[src/rtl/dep_order_pkg.sv]
package dep_order_pkg;
    parameter int RID_W  = 32;
    parameter int DATA_W = 16;

    typedef enum logic [1:0] {
        GATE_IDLE,
        GATE_OPEN,
        GATE_ARC_WAIT,
        GATE_ALERT_HOLD
    } gate_e;

    typedef struct packed {
        logic             has_arc;
        logic             conflict;
        logic [RID_W-1:0] src_rid;
    } rec_tag_t;

    function automatic logic id_reached(input logic [RID_W-1:0] have,
                                        input logic [RID_W-1:0] need);
        return have >= need;
    endfunction
endpackage

[src/rtl/doe_arc_check.sv]
module doe_arc_check
    import dep_order_pkg::*;
#(
    parameter int N_THREADS = 8,
    parameter int TID_W     = $clog2(N_THREADS),
    parameter int SELF_ID   = 0
) (
    input  logic                       has_arc,
    input  logic [TID_W-1:0]           src_tid,
    input  logic [RID_W-1:0]           src_rid,
    input  logic [N_THREADS*RID_W-1:0] peer_pub,
    output logic                       satisfied
);
    logic [RID_W-1:0] peer_arr [N_THREADS];
    logic [RID_W-1:0] sel_pub;
    logic             sel_hit;

    for (genvar g = 0; g < N_THREADS; g++) begin : g_split
        assign peer_arr[g] = peer_pub[g*RID_W +: RID_W];
    end

    always_comb begin
        sel_pub = '0;
        sel_hit = 1'b0;
        for (int k = 0; k < N_THREADS; k++) begin
            if (int'(src_tid) == k) begin
                sel_pub = peer_arr[k];
                sel_hit = 1'b1;
            end
        end
    end

    always_comb begin
        if (!has_arc)
            satisfied = 1'b1;
        else if (int'(src_tid) == SELF_ID)
            satisfied = 1'b1;
        else
            satisfied = sel_hit && id_reached(sel_pub, src_rid);
    end
endmodule

[src/rtl/doe_alert_track.sv]
module doe_alert_track #(
    parameter int N_THREADS = 8,
    parameter int SELF_ID   = 0
) (
    input  logic                 clk,
    input  logic                 rst,
    input  logic [N_THREADS-1:0] alert_in,
    input  logic                 alert_ack,
    output logic                 pending
);
    logic [N_THREADS-1:0] foreign_mask;
    logic                 any_foreign;

    for (genvar g = 0; g < N_THREADS; g++) begin : g_mask
        assign foreign_mask[g] = (g != SELF_ID);
    end

    assign any_foreign = |(alert_in & foreign_mask);

    always_ff @(posedge clk) begin
        if (rst)
            pending <= 1'b0;
        else
            pending <= (pending && !alert_ack) || any_foreign;
    end
endmodule

[src/rtl/doe_progress.sv]
module doe_progress
    import dep_order_pkg::*;
(
    input  logic             clk,
    input  logic             rst,
    input  logic             fire,
    input  logic             done_pulse,
    input  logic             flush_pulse,
    output logic [RID_W-1:0] next_rid,
    output logic [RID_W-1:0] pub_rid
);
    logic [RID_W-1:0] rel_cnt;
    logic [RID_W-1:0] done_cnt;
    logic             outstanding;

    assign outstanding = (done_cnt != rel_cnt);
    assign next_rid    = rel_cnt + RID_W'(1);

    always_ff @(posedge clk) begin
        if (rst) begin
            rel_cnt  <= '0;
            done_cnt <= '0;
            pub_rid  <= '0;
        end else begin
            if (fire)
                rel_cnt <= rel_cnt + RID_W'(1);
            if (done_pulse && outstanding)
                done_cnt <= done_cnt + RID_W'(1);
            if (flush_pulse)
                pub_rid <= done_cnt;
        end
    end
endmodule

[src/rtl/dep_order_enforcer.sv]
module dep_order_enforcer
    import dep_order_pkg::*;
#(
    parameter int N_THREADS = 8,
    parameter int TID_W     = $clog2(N_THREADS),
    parameter int SELF_ID   = 0
) (
    input  logic                       clk,
    input  logic                       rst,
    input  logic                       in_valid,
    output logic                       in_ready,
    input  logic [DATA_W-1:0]          in_data,
    input  logic                       in_has_arc,
    input  logic [TID_W-1:0]           in_src_tid,
    input  logic [RID_W-1:0]           in_src_rid,
    input  logic                       in_conflict,
    input  logic [N_THREADS*RID_W-1:0] peer_pub,
    output logic                       out_valid,
    input  logic                       out_ready,
    output logic [DATA_W-1:0]          out_data,
    output logic [RID_W-1:0]           out_rid,
    input  logic                       done_pulse,
    input  logic                       flush_pulse,
    output logic [RID_W-1:0]           pub_rid,
    input  logic [N_THREADS-1:0]       alert_in,
    input  logic                       alert_ack,
    output logic                       alert_pending,
    output logic                       alert_out
);
    rec_tag_t tag;
    gate_e    gate;
    logic     arc_ok;
    logic     fire;

    assign tag = '{has_arc: in_has_arc, conflict: in_conflict, src_rid: in_src_rid};

    doe_arc_check #(.N_THREADS(N_THREADS), .TID_W(TID_W), .SELF_ID(SELF_ID)) u_arc (
        .has_arc   (tag.has_arc),
        .src_tid   (in_src_tid),
        .src_rid   (tag.src_rid),
        .peer_pub  (peer_pub),
        .satisfied (arc_ok)
    );

    doe_alert_track #(.N_THREADS(N_THREADS), .SELF_ID(SELF_ID)) u_alert (
        .clk       (clk),
        .rst       (rst),
        .alert_in  (alert_in),
        .alert_ack (alert_ack),
        .pending   (alert_pending)
    );

    always_comb begin
        if (!in_valid)
            gate = GATE_IDLE;
        else if (alert_pending)
            gate = GATE_ALERT_HOLD;
        else if (!arc_ok)
            gate = GATE_ARC_WAIT;
        else
            gate = GATE_OPEN;
    end

    assign out_valid = (gate == GATE_OPEN);
    assign fire      = out_valid && out_ready;
    assign in_ready  = fire;
    assign out_data  = in_data;

    doe_progress u_prog (
        .clk         (clk),
        .rst         (rst),
        .fire        (fire),
        .done_pulse  (done_pulse),
        .flush_pulse (flush_pulse),
        .next_rid    (out_rid),
        .pub_rid     (pub_rid)
    );

    always_ff @(posedge clk) begin
        if (rst)
            alert_out <= 1'b0;
        else
            alert_out <= fire && tag.conflict;
    end
endmodule

[config.mk]
export PLATFORM = sky130hd
export DESIGN_NAME = dep_order_enforcer
export DESIGN_NICKNAME = d
export VERILOG_FILES = /design/src/rtl/dep_order_pkg.sv /design/src/rtl/doe_arc_check.sv /design/src/rtl/doe_alert_track.sv /design/src/rtl/doe_progress.sv /design/src/rtl/dep_order_enforcer.sv
export SDC_FILE = /design/constraint.sdc
export NUM_CORES = 1
export LEC_CHECK = 0
export BUFFER_PORTS_ARGS = -buffer_cell sky130_fd_sc_hd__buf_2
export CAP_MARGIN = 15
export CORE_AREA = 2 2 157 159
export CTS_CLUSTER_DIAMETER = 120
export DETAILED_ROUTE_END_ITERATION = 10
export DIE_AREA = 0 0 159 161
export PLACE_DENSITY_LB_ADDON = 0.05
export SYNTH_ARGS = -nofsm -noshare
export SYNTH_HDL_FRONTEND = slang
export SYNTH_SLANG_ARGS = --single-unit
[constraint.sdc]
create_clock -name clk -period 4 [get_ports clk]
set_input_delay 0.4 -clock clk [delete_from_list [all_inputs] [get_ports clk]]
set_output_delay 0.4 -clock clk [all_outputs]
set_load 0.01 [all_outputs]
==> results.ini, run 1 <==
[finish]
area_growth_pct = 28.19
drive_above_1_share_pct = 38.88
finalInstanceArea_mm2 = 0.01120
fin_util_pct = 46.73
finalNetCount = 1724

[timing]
finalSetupViolCount = 0
fmax_mhz = 265.4
rsz0062_at_grt = false
fin_skew_ns = 0.01260
fin_tns_setup_ns = 0
min_period_ns = 3.768
drv_slew = 0
hold_viol = 0
worst_pin_slew_ns = 0.9482
max-slew-margin-rel_pct = 36.79
period_share_pct = 94.20
fin_hold_ws_ns = 0.3007

[floorplanning]
die_w_um = 159
ios = 408
rows = 57
start_util_pct = 36.46
core_area_mm2 = 0.02396
fp.dieH_um = 161
dieArea_mm2 = 0.02560

[cts]
h-tree-depth = 3
cts.sinks = 98
cts-root-buf = clkbuf_16
clockBufferDepth = 2
holdBufCountCts = 0
numCtsBuffers = 9
clk_latency_ns = 0.36
clk_pin_slew_ns = 0.07
cts_tree = built

[pwr]
ir_worst_vdd_mv = 0.1689
p_leak_nw = 5.229
power.density_mw_per_mm2 = 228.8
power_mw = 2.563

[routing]
drc = 0
vias_per_cell = 5.304
drt-total-wl_mm = 35.21
vias = 9007
antenna_left = 0
drt_first_iter_violations = 645
wl_per_cell_um = 20.74
dr.pass1.iters = 5

[worst_setup_path]
reg2reg_from = u_prog.done_cnt[5]
cpMostUsedCell = nand2_1
r2r_end = u_prog.done_cnt[31]
r2r_cells = 6
endpoint_kind = output port
critPathMaxFanout = 30
cp_cell_sequence = buf_4 > buf_6 > buf_4 > mux4_2 > nand2_1 > nand2_1 > ha_1 > a21o_1 > a221o_1 > nand2_1 > and3_1 > buf_12 > nand2_1 > buf_2
crit_arrival_ns = 3.37
max_stage_delay_ns = 0.49
crit_required_ns = 3.60
cp_slowest_cell = mux4_2
r2r_setup_slack_ns = 0.93
start_kind = primary input
critPathKind = primary input to output port

[logic_synthesis]
synthesis.area_mm2 = 0.008736
synth_edf_count = 0
yosysTopAreaCellShare_pct = 22.46
avgSynthCellArea_um2 = 8.296
async_flop_share_pct = 0
yosysUniqueCellTypes = 65
ys_top_cells_by_area = dfxtp_1 (22%), mux4_2 (14%), nand2_1 (5.7%), mux2_2 (5.5%), nor2_1 (4.9%)
syn_nets = 1411
synth_top_area_cell = dfxtp_1
ys_seq_elements = 98
ys_seq_area_share_pct = 22.46
yosys_warnings = 0
synth_cells = 1053
synth_ff_type = dfxtp_1

[grt]
grt-ovfl-total = 0
grt_pass1_vias = 8855
grt_pass1_wl_mm = 53.59
antenna_found_initial = 8
grt_usage_pct = 27.23
grt_max_degree = 84

[min_path]
hold_depth = 2
hold_path_class = primary input to register
min-delay-start = in_conflict
min_to = alert_out

[placed_design]
hpwl_mm = 29.15
io_buffers = 374
gp_congestion = 0.9902
place_area_mm2 = 0.01087

[status]
status = finished clean

[job]
drv_cap = 0

-- cell usage in the layout, fill, tap and decap left out, types with 4 or more instances in the layout --
cell / Yosys / routed
nor3_1: 11 / 11
mux4_2: 54 / 54
clkbuf_16: 0 / 9
a211oi_1: 8 / 8
xnor2_1: 49 / 49
a22o_1: 7 / 7
ha_1: 34 / 34
and2_1: 5 / 5
or3_1: 4 / 4
buf_2: 7 / 371
buf_4: 17 / 25
mux2_2: 43 / 43
o21ai_0: 15 / 15
nand2_1: 132 / 132
and4_1: 8 / 8
buf_12: 0 / 7
o221ai_1: 5 / 5
mux2i_1: 41 / 41
nor4_1: 14 / 14
o22ai_1: 15 / 15
nand2b_1: 7 / 7
and3_1: 11 / 11
nor2_1: 115 / 115
inv_1: 54 / 54
nand3_1: 42 / 42
a21oi_1: 25 / 25
xor2_1: 18 / 18
dfxtp_1: 98 / 98
or4_1: 5 / 5
nand4_1: 30 / 30
o32ai_1: 8 / 8
nor2b_1: 39 / 39
a21o_1: 7 / 7
-- cells in the mapped netlist (14+ instances only) --
cell / n
nand2_1: 132
nor2_1: 115
dfxtp_1: 98
clkbuf_1: 57
inv_1: 54
mux4_2: 54
xnor2_1: 49
mux2_2: 43
nand3_1: 42
mux2i_1: 41
nor2b_1: 39
ha_1: 34
nand4_1: 30
a21oi_1: 25
buf_1: 18
xor2_1: 18
buf_4: 17
o21ai_0: 15
o22ai_1: 15
nor4_1: 14
-- worst max path at each step --
stage                   from                  to  slack, ns  cells after the start
2_1_floorplan  in_src_tid[0]  u_prog.rel_cnt[14]       0.03                     14
3_3_place_gp   in_src_tid[0]  u_prog.rel_cnt[25]       0.16                     13
3_5_place_dp   in_src_tid[0]           out_valid       0.12                     14
4_1_cts        in_src_tid[0]           out_valid       0.11                     14
5_1_grt        in_src_tid[0]           out_valid       0.05                     14
6_report       in_src_tid[0]           out_valid       0.23                     14
-- through the flow --
step / setup WS (ns) / std cells
floorplan: 0.03308 / 1053
global placement: 0.1585 / 1679
detailed placement: 0.1162 / 1679
CTS: 0.1095 / 1695
global route: 0.04887 / 1696
finish: 0.2321 / 1698
-- kinds of logic after synthesis --
family | count (synthesis) | synth area share (%)
buffers and inverters | 156 | 7.576
AOI/OAI and AO/OA | 121 | 9.682
DFF | 98 | 22.46
muxes | 139 | 24.29
adders and majority gates | 34 | 4.870
and+or+nand+nor | 438 | 24.41
xor gates and xnor gates | 67 | 6.717
-- power breakdown --
group	switching [mW]	leakage, nW	internal (mW)
logic	0.338	4.29	0.334
registers	0.00591	0.789	0.978
clock network	0.459	0.150	0.447
-- layout make-up --
cell class                      instances  area, µm²
Clock buffer                            9      225.2
Inverter                               54      202.7
Antenna cell                            3      7.507
Fill cell                            2455      12760
Multi-Input combinational cell        799       6118
Sequential cell                        98       1962
Timing Repair Buffer                  404       2196
Tap cell                              324      405.4
Clock inverter                          7      81.33
-- timing repair --
item,4_1_cts,5_1_grt
hold endpoints to repair,0,0
resized for setup,0,3
endpoints found under the setup margin,0,2
buffers inserted,0,0
-- per-layer routing --
metal  up-vias  part of all wire [%]  global-route usage, %  wire, µm
li1       4383                     -                      -         -
met1      4221                    45                  36.37     15870
met2       344                    46                  45.89     16370
met3        55                   6.2                  5.008      2188
met4         4                   2.1                  6.364       754
met5         -                 0.088                      0        31
-- state kept, by name (all words and copies together) (netlist names) --
| name | count |
|---|---|
| alert_out | 1 |
| u_prog.pub_rid | 32 |
| u_prog.done_cnt | 32 |
| u_alert.pending | 1 |
| u_prog.rel_cnt | 32 |
-- worst max-delay path, delay by kind of cell --
| kind | cells | cell delay (ns) |
|---|---|---|
| AOI/OAI and AO/OA | 2 | 0.51 |
| muxes | 1 | 0.49 |
| adders and majority gates | 1 | 0.30 |
| buffers and inverters | 5 | 1.11 |
| and+or+nand+nor | 5 | 0.54 |
No activity file was read; power rests on OpenSTA's default activity.
==> run 2, diff against run 1 <==
--- a/config.mk
+++ b/config.mk
@@ -7,11 +7,12 @@
 export LEC_CHECK = 0
 export BUFFER_PORTS_ARGS = -buffer_cell sky130_fd_sc_hd__buf_2
 export CAP_MARGIN = 15
-export CORE_AREA = 2 2 157 159
+export CORE_AREA = 2 2 158 160
 export CTS_CLUSTER_DIAMETER = 120
 export DETAILED_ROUTE_END_ITERATION = 10
-export DIE_AREA = 0 0 159 161
+export DIE_AREA = 0 0 160 162
 export PLACE_DENSITY_LB_ADDON = 0.05
 export SYNTH_ARGS = -nofsm -noshare
 export SYNTH_HDL_FRONTEND = slang
+export SYNTH_HIERARCHICAL = 1
 export SYNTH_SLANG_ARGS = --single-unit
==> constraint.sdc (replaced) <==
create_clock -name clk -period 4 [get_ports clk]
set_input_delay 0.6 -clock clk [delete_from_list [all_inputs] [get_ports clk]]
set_output_delay 0.6 -clock clk [all_outputs]
set_load 0.01 [all_outputs]
==> results.ini, run 2 <==
[status]
status = finished clean

[logic_synthesis]
yosysTopAreaCellShare_pct = 22.78
synthesis.area_mm2 = 0.008612
ys_top_cells_by_area = dfxtp_1 (23%), mux2i_1 (11%), a21oi_1 (6.9%), xor2_1 (6.5%), ha_1 (4.9%)
yosys_warnings = 6
synth_most_common_cell = a21oi_1
avgSynthCellArea_um2 = 8.049
async_flop_share_pct = 0
synth_cells = 1070
ys_seq_elements = 98
synth_commonest_cells = a21oi_1 (118), nor2_1 (105), dfxtp_1 (98)
synth_top_area_cell = dfxtp_1
synth_edf_count = 0
yosysUniqueCellTypes = 73
syn_nets = 1428
synth_ff_type = dfxtp_1
ys_seq_area_share_pct = 22.78

[timing]
finalSetupViolCount = 0
period_share_pct = 96.25
min_period_ns = 3.850
max-slew-margin-rel_pct = 36.02
drv_slew = 0
fin_skew_ns = 0.008419
hold_viol = 0
fmax_mhz = 259.7
worst_pin_slew_ns = 0.9596

[cts]
cts-root-buf = clkbuf_16
clockBufferDepth = 2
clk_latency_ns = 0.34
clk_pin_slew_ns = 0.06
numCtsBuffers = 9
h-tree-depth = 3
holdBufCountCts = 0
cts.sinks = 98
cts_tree = built

[placed_design]
gp_congestion = 0.8973
place_area_mm2 = 0.01065
io_buffers = 374
hpwl_mm = 27.86

[floorplanning]
core_area_mm2 = 0.02411
fp.dieH_um = 162
start_util_pct = 35.73
die_w_um = 160
rows = 57
ios = 408
dieArea_mm2 = 0.02592

[grt]
grt_max_degree = 52
grt_pass1_vias = 8571
antenna_found_initial = 11
grt_pass1_wl_mm = 51.60
grt_usage_pct = 25.71
grt-ovfl-total = 0

[worst_setup_path]
critPathKind = primary input to output port
endpoint_kind = output port
r2r_cells = 6
crit_required_ns = 3.40
crit_arrival_ns = 3.25
reg2reg_from = u_prog/rel_cnt[23]
start_kind = primary input
r2r_end = u_prog/done_cnt[17]
critPathMaxFanout = 8
r2r_setup_slack_ns = 1.42

[finish]
drive_above_1_share_pct = 38.53
fin_util_pct = 47.10
finalNetCount = 1757
finalInstanceArea_mm2 = 0.01135
final_common_cell = buf_2
fill_cells = 2539
area_growth_pct = 31.85
final_cell_mix = buf_2 (371), nor2_1 (103), a21oi_1 (102), dfxtp_1 (98), mux2i_1 (94)
top_regs = u_prog/done_cnt (32), u_prog/pub_rid (32), u_prog/rel_cnt (32)

[routing]
drc = 0
vias_per_cell = 5.113
drt_first_iter_violations = 540
drt-total-wl_mm = 35.09
wl_per_cell_um = 20.19
antenna_left = 0
vias = 8887
dr.pass1.iters = 6

[min_path]
hold_path_class = register to register
hold_depth = 2
min_to = u_prog/pub_rid[23]
min-delay-start = u_prog/pub_rid[23]

[pwr]
ir_worst_vdd_mv = 0.2053
power.density_mw_per_mm2 = 238.4
p_leak_nw = 5.498

[job]
drv_cap = 0

run 2: stage by stage:
step	total power, mW	hold WS (ns)	TNS (ns)	setup WS [ns]	std cells
CTS	2.675	0.4941	0	0.002352	1718
floorplan	1.422	0.4857	0	0.4456	1070
global route	2.853	0.5007	-0.05468	-0.04767	1738
detailed placement	1.688	0.4774	-0.07298	-0.06990	1702
global placement	1.684	0.4708	-0.05985	-0.05975	1702
finish	2.707	0.4869	0	0.1499	1738
run 2: metal layers:
metal	track usage, %	part of all wire, %	vias to the layer above
met2	43.13	49	267
met4	6.962	1.5	2
met5	0	0.031	-
met1	33.45	44	4155
met3	5.644	6.1	25
li1	-	-	4438
run 2: worst max-delay path by stage:
stage	depth (start not counted)	startpoint	endpoint
2_1_floorplan	17	in_src_tid[0]	u_prog/rel_cnt[21]
3_3_place_gp	17	in_src_tid[0]	in_ready
3_5_place_dp	17	in_src_tid[0]	in_ready
4_1_cts	15	in_src_tid[1]	in_ready
5_1_grt	17	in_src_tid[1]	in_ready
6_report	16	in_src_tid[1]	in_ready
run 2: final cells by class:
class                      count  area (µm²)  area share [%]
antenna                       10       25.02          0.2204
clock buffer                  11       252.7           2.226
clock inverter                 5       83.83          0.7383
inverter                      44       165.2           1.455
multi-input combinational    827        5941           52.32
sequential                    98        1962           17.28
tap                          324       405.4           3.570
timing repair buffer         419        2520           22.19
run 2: what timing repair did:
action | CTS | global route
endpoints found under the setup margin | 1 | 3
pin swaps | 0 | 18
gates resized for setup | 1 | 52
setup buffers | 0 | 6
gates cloned | 0 | 5
run 2: worst max-delay path, stage by stage:
cell,delay [ns]
buf_6,0.11
nor2b_4,0.13
buf_12,0.14
buf_12,0.12
clkbuf_16,0.15
a21oi_2,0.15
o21ai_2,0.08
a21oi_2,0.15
nor3_2,0.06
ha_1,0.30
and4_4,0.26
nand2_2,0.07
a211o_1,0.24
o221ai_2,0.18
and4b_4,0.36
buf_6,0.13
run 2: cell families (layout without fill, tap and decap cells):
logic type	count (synthesis)	count (layout)	share of synthesized area, %
DFF	98	98	22.78
AOI/OAI and AO/OA	227	227	15.24
adders and majority gates	34	34	4.940
buffers and inverters	145	479	9.996
muxes	106	106	12.63
and+or+nand+nor	360	360	24.25
other	0	10	0
xor gates and xnor gates	100	100	10.17
run 2: where the power goes:
part	switching [mW]	total, mW	leakage, nW	internal, mW
registers	0.00663	0.985	0.789	0.979
clock network	0.387	0.972	0.158	0.585
logic	0.393	0.749	4.55	0.357
==> run 3, diff against run 2 <==
==> constraint.sdc (replaced) <==
create_clock -name clk -period 3.15 [get_ports clk]
set_input_delay 0.4725 -clock clk [delete_from_list [all_inputs] [get_ports clk]]
set_output_delay 0.4725 -clock clk [all_outputs]
set_load 0.01 [all_outputs]
==> results.ini, run 3 (same netlist as run 2, synthesis figures left out) <==
[status]
status = complete, but fails checks
violations = negative setup slack

[timing]
fin_skew_ns = 0.008958
max-slew-margin-rel_pct = 36.13
fin_hold_ws_ns = 0.3677
hold_viol = 0
period_share_pct = 108.6
fin_ws_ns = -0.2696
fin_tns_setup_ns = -3.725
rsz0062_at_grt = true
min_period_ns = 3.420
drv_slew = 0
fmax_mhz = 292.4
finalSetupViolCount = 29
worst_pin_slew_ns = 0.9581

[floorplanning]
start_util_pct = 35.73
fp.dieH_um = 162
dieArea_mm2 = 0.02592
core_area_mm2 = 0.02411
ios = 408
rows = 57
die_w_um = 160

[placed_design]
gp_congestion = 0.9235
io_buffers = 374
dp_slack_ns = -0.6670
placedCellCount = 1741
hpwl_mm = 29.38

[worst_setup_path]
cp_slowest_cell = ha_1
crit_required_ns = 2.68
r2r_end = u_prog/done_cnt[11]
cp_cell_sequence = buf_12 > nor2b_4 > buf_8 > buf_12 > a21oi_4 > o21ai_2 > a21oi_2 > nor3_2 > ha_1 > a21oi_2 > o21a_1 > o211ai_1 > a21oi_2 > o221ai_2 > and4b_2 > buf_6
endpoint_kind = output port
r2r_setup_slack_ns = 0.76
critPathMaxFanout = 8
max_stage_delay_ns = 0.29
cpMostUsedCell = a21oi_2
critPathKind = primary input to output port
start_kind = primary input
reg2reg_from = u_prog/done_cnt[20]
r2r_cells = 6
crit_arrival_ns = 2.95

[cts]
clk_latency_ns = 0.35
cts.sinks = 98
h-tree-depth = 3
clk_pin_slew_ns = 0.07
numCtsBuffers = 9
cts_tree = built
clockBufferDepth = 2
cts-root-buf = clkbuf_16

[grt]
grt_pass1_vias = 9118
antenna_found_initial = 5
grt_pass1_wl_mm = 53.88
grt_max_degree = 56
grt_usage_pct = 27.24
grt-ovfl-total = 0

[finish]
final_common_cell = buf_2
drive_above_1_share_pct = 44.91
fill_cells = 2535
multiInputGateArea_mm2 = 0.006256
top_regs = u_prog/done_cnt (32), u_prog/pub_rid (32), u_prog/rel_cnt (32)
seq_area_mm2 = 0.001962
area_growth_pct = 39.68
stdcell_count = 1782
final_cell_mix = buf_2 (369), nor2_1 (100), dfxtp_1 (98), mux2i_1 (89), a21oi_1 (79)
fin_util_pct = 49.90
finalNetCount = 1807

[routing]
vias_per_cell = 5.190
vias = 9249
drt_first_iter_violations = 449
antenna_left = 0
drc = 0
drt-total-wl_mm = 36.86
dr.pass1.iters = 7
wl_per_cell_um = 20.69

[pwr]
power.density_mw_per_mm2 = 284.2
p_leak_nw = 5.804
ir_worst_vdd_mv = 0.2598

[min_path]
min_to = alert_out
min-delay-start = in_conflict
hold_path_class = primary input to register
hold_depth = 2

[job]
drv_cap = 0

## run 3: cell types whose count changed in the layout (fill, tap and decap cells not counted), sizes merged
cell      change
inv           +3
clkinv        +1
clkinvlp      -1
bufinv        -2
buf          +51
bufbuf        +1
diode         -6
clkbuf        -3
## run 3: what timing repair did
action | in CTS | in global routing
endpoints found under the setup margin | 33 | 35
resized for setup | 52 | 93
pin swaps | 35 | 21
gates cloned | 4 | 2
setup buffers | 11 | 6
hold buffers | 0 | 0
## run 3: layout make-up
type / instances / area share (%)
timing repair buffer: 469 / 24.36
inverter: 44 / 1.415
tap: 324 / 3.370
sequential: 98 / 16.31
clock buffer: 10 / 1.987
clock inverter: 6 / 0.4681
antenna: 4 / 0.08321
multi-input combinational: 827 / 52.01
## run 3: worst max-delay path by stage
stage / start / endpoint / slack [ns] / depth (start not counted)
after floorplan: in_src_tid[0] / u_prog/rel_cnt[25] / -0.14 / 18
after global placement: in_src_tid[0] / u_prog/rel_cnt[21] / -0.61 / 17
after detailed placement: in_src_tid[0] / u_prog/rel_cnt[31] / -0.67 / 18
after CTS: in_src_tid[0] / in_ready / -0.29 / 16
after global routing: in_src_tid[1] / u_prog/rel_cnt[25] / -0.45 / 21
final: in_src_tid[0] / in_ready / -0.27 / 16
## run 3: stage by stage
step / power, mW / cell area (µm²)
floorplan: 1.811 / 8667
global placement: 2.196 / 10950
detailed placement: 2.197 / 10950
CTS: 3.376 / 11600
global route: 3.590 / 12030
finish: 3.419 / 12030
## run 3: where the power goes
part           switching (mW)  internal [mW]  leakage (nW)
clock                   0.527          0.577         0.144
sequential            0.00819           1.24         0.789
combinational           0.556          0.509          4.87
## run 3: layer usage
layer  track usage [%]  part of all wire (%)  wire (µm)  vias up
met4             8.640                   2.3        841        0
met2             47.48                    50      18360      300
li1                  -                     -          -     4536
met3             7.048                   6.4       2352       46
met5                 0                     0          0        -
met1             32.89                    42      15310     4367
## run 3: critical path, delay by kind of cell
kind | cells | cell delay, ns
buf+inv | 4 | 0.57
simple gates | 3 | 0.59
compound gates | 8 | 0.98
fa+ha+maj | 1 | 0.29
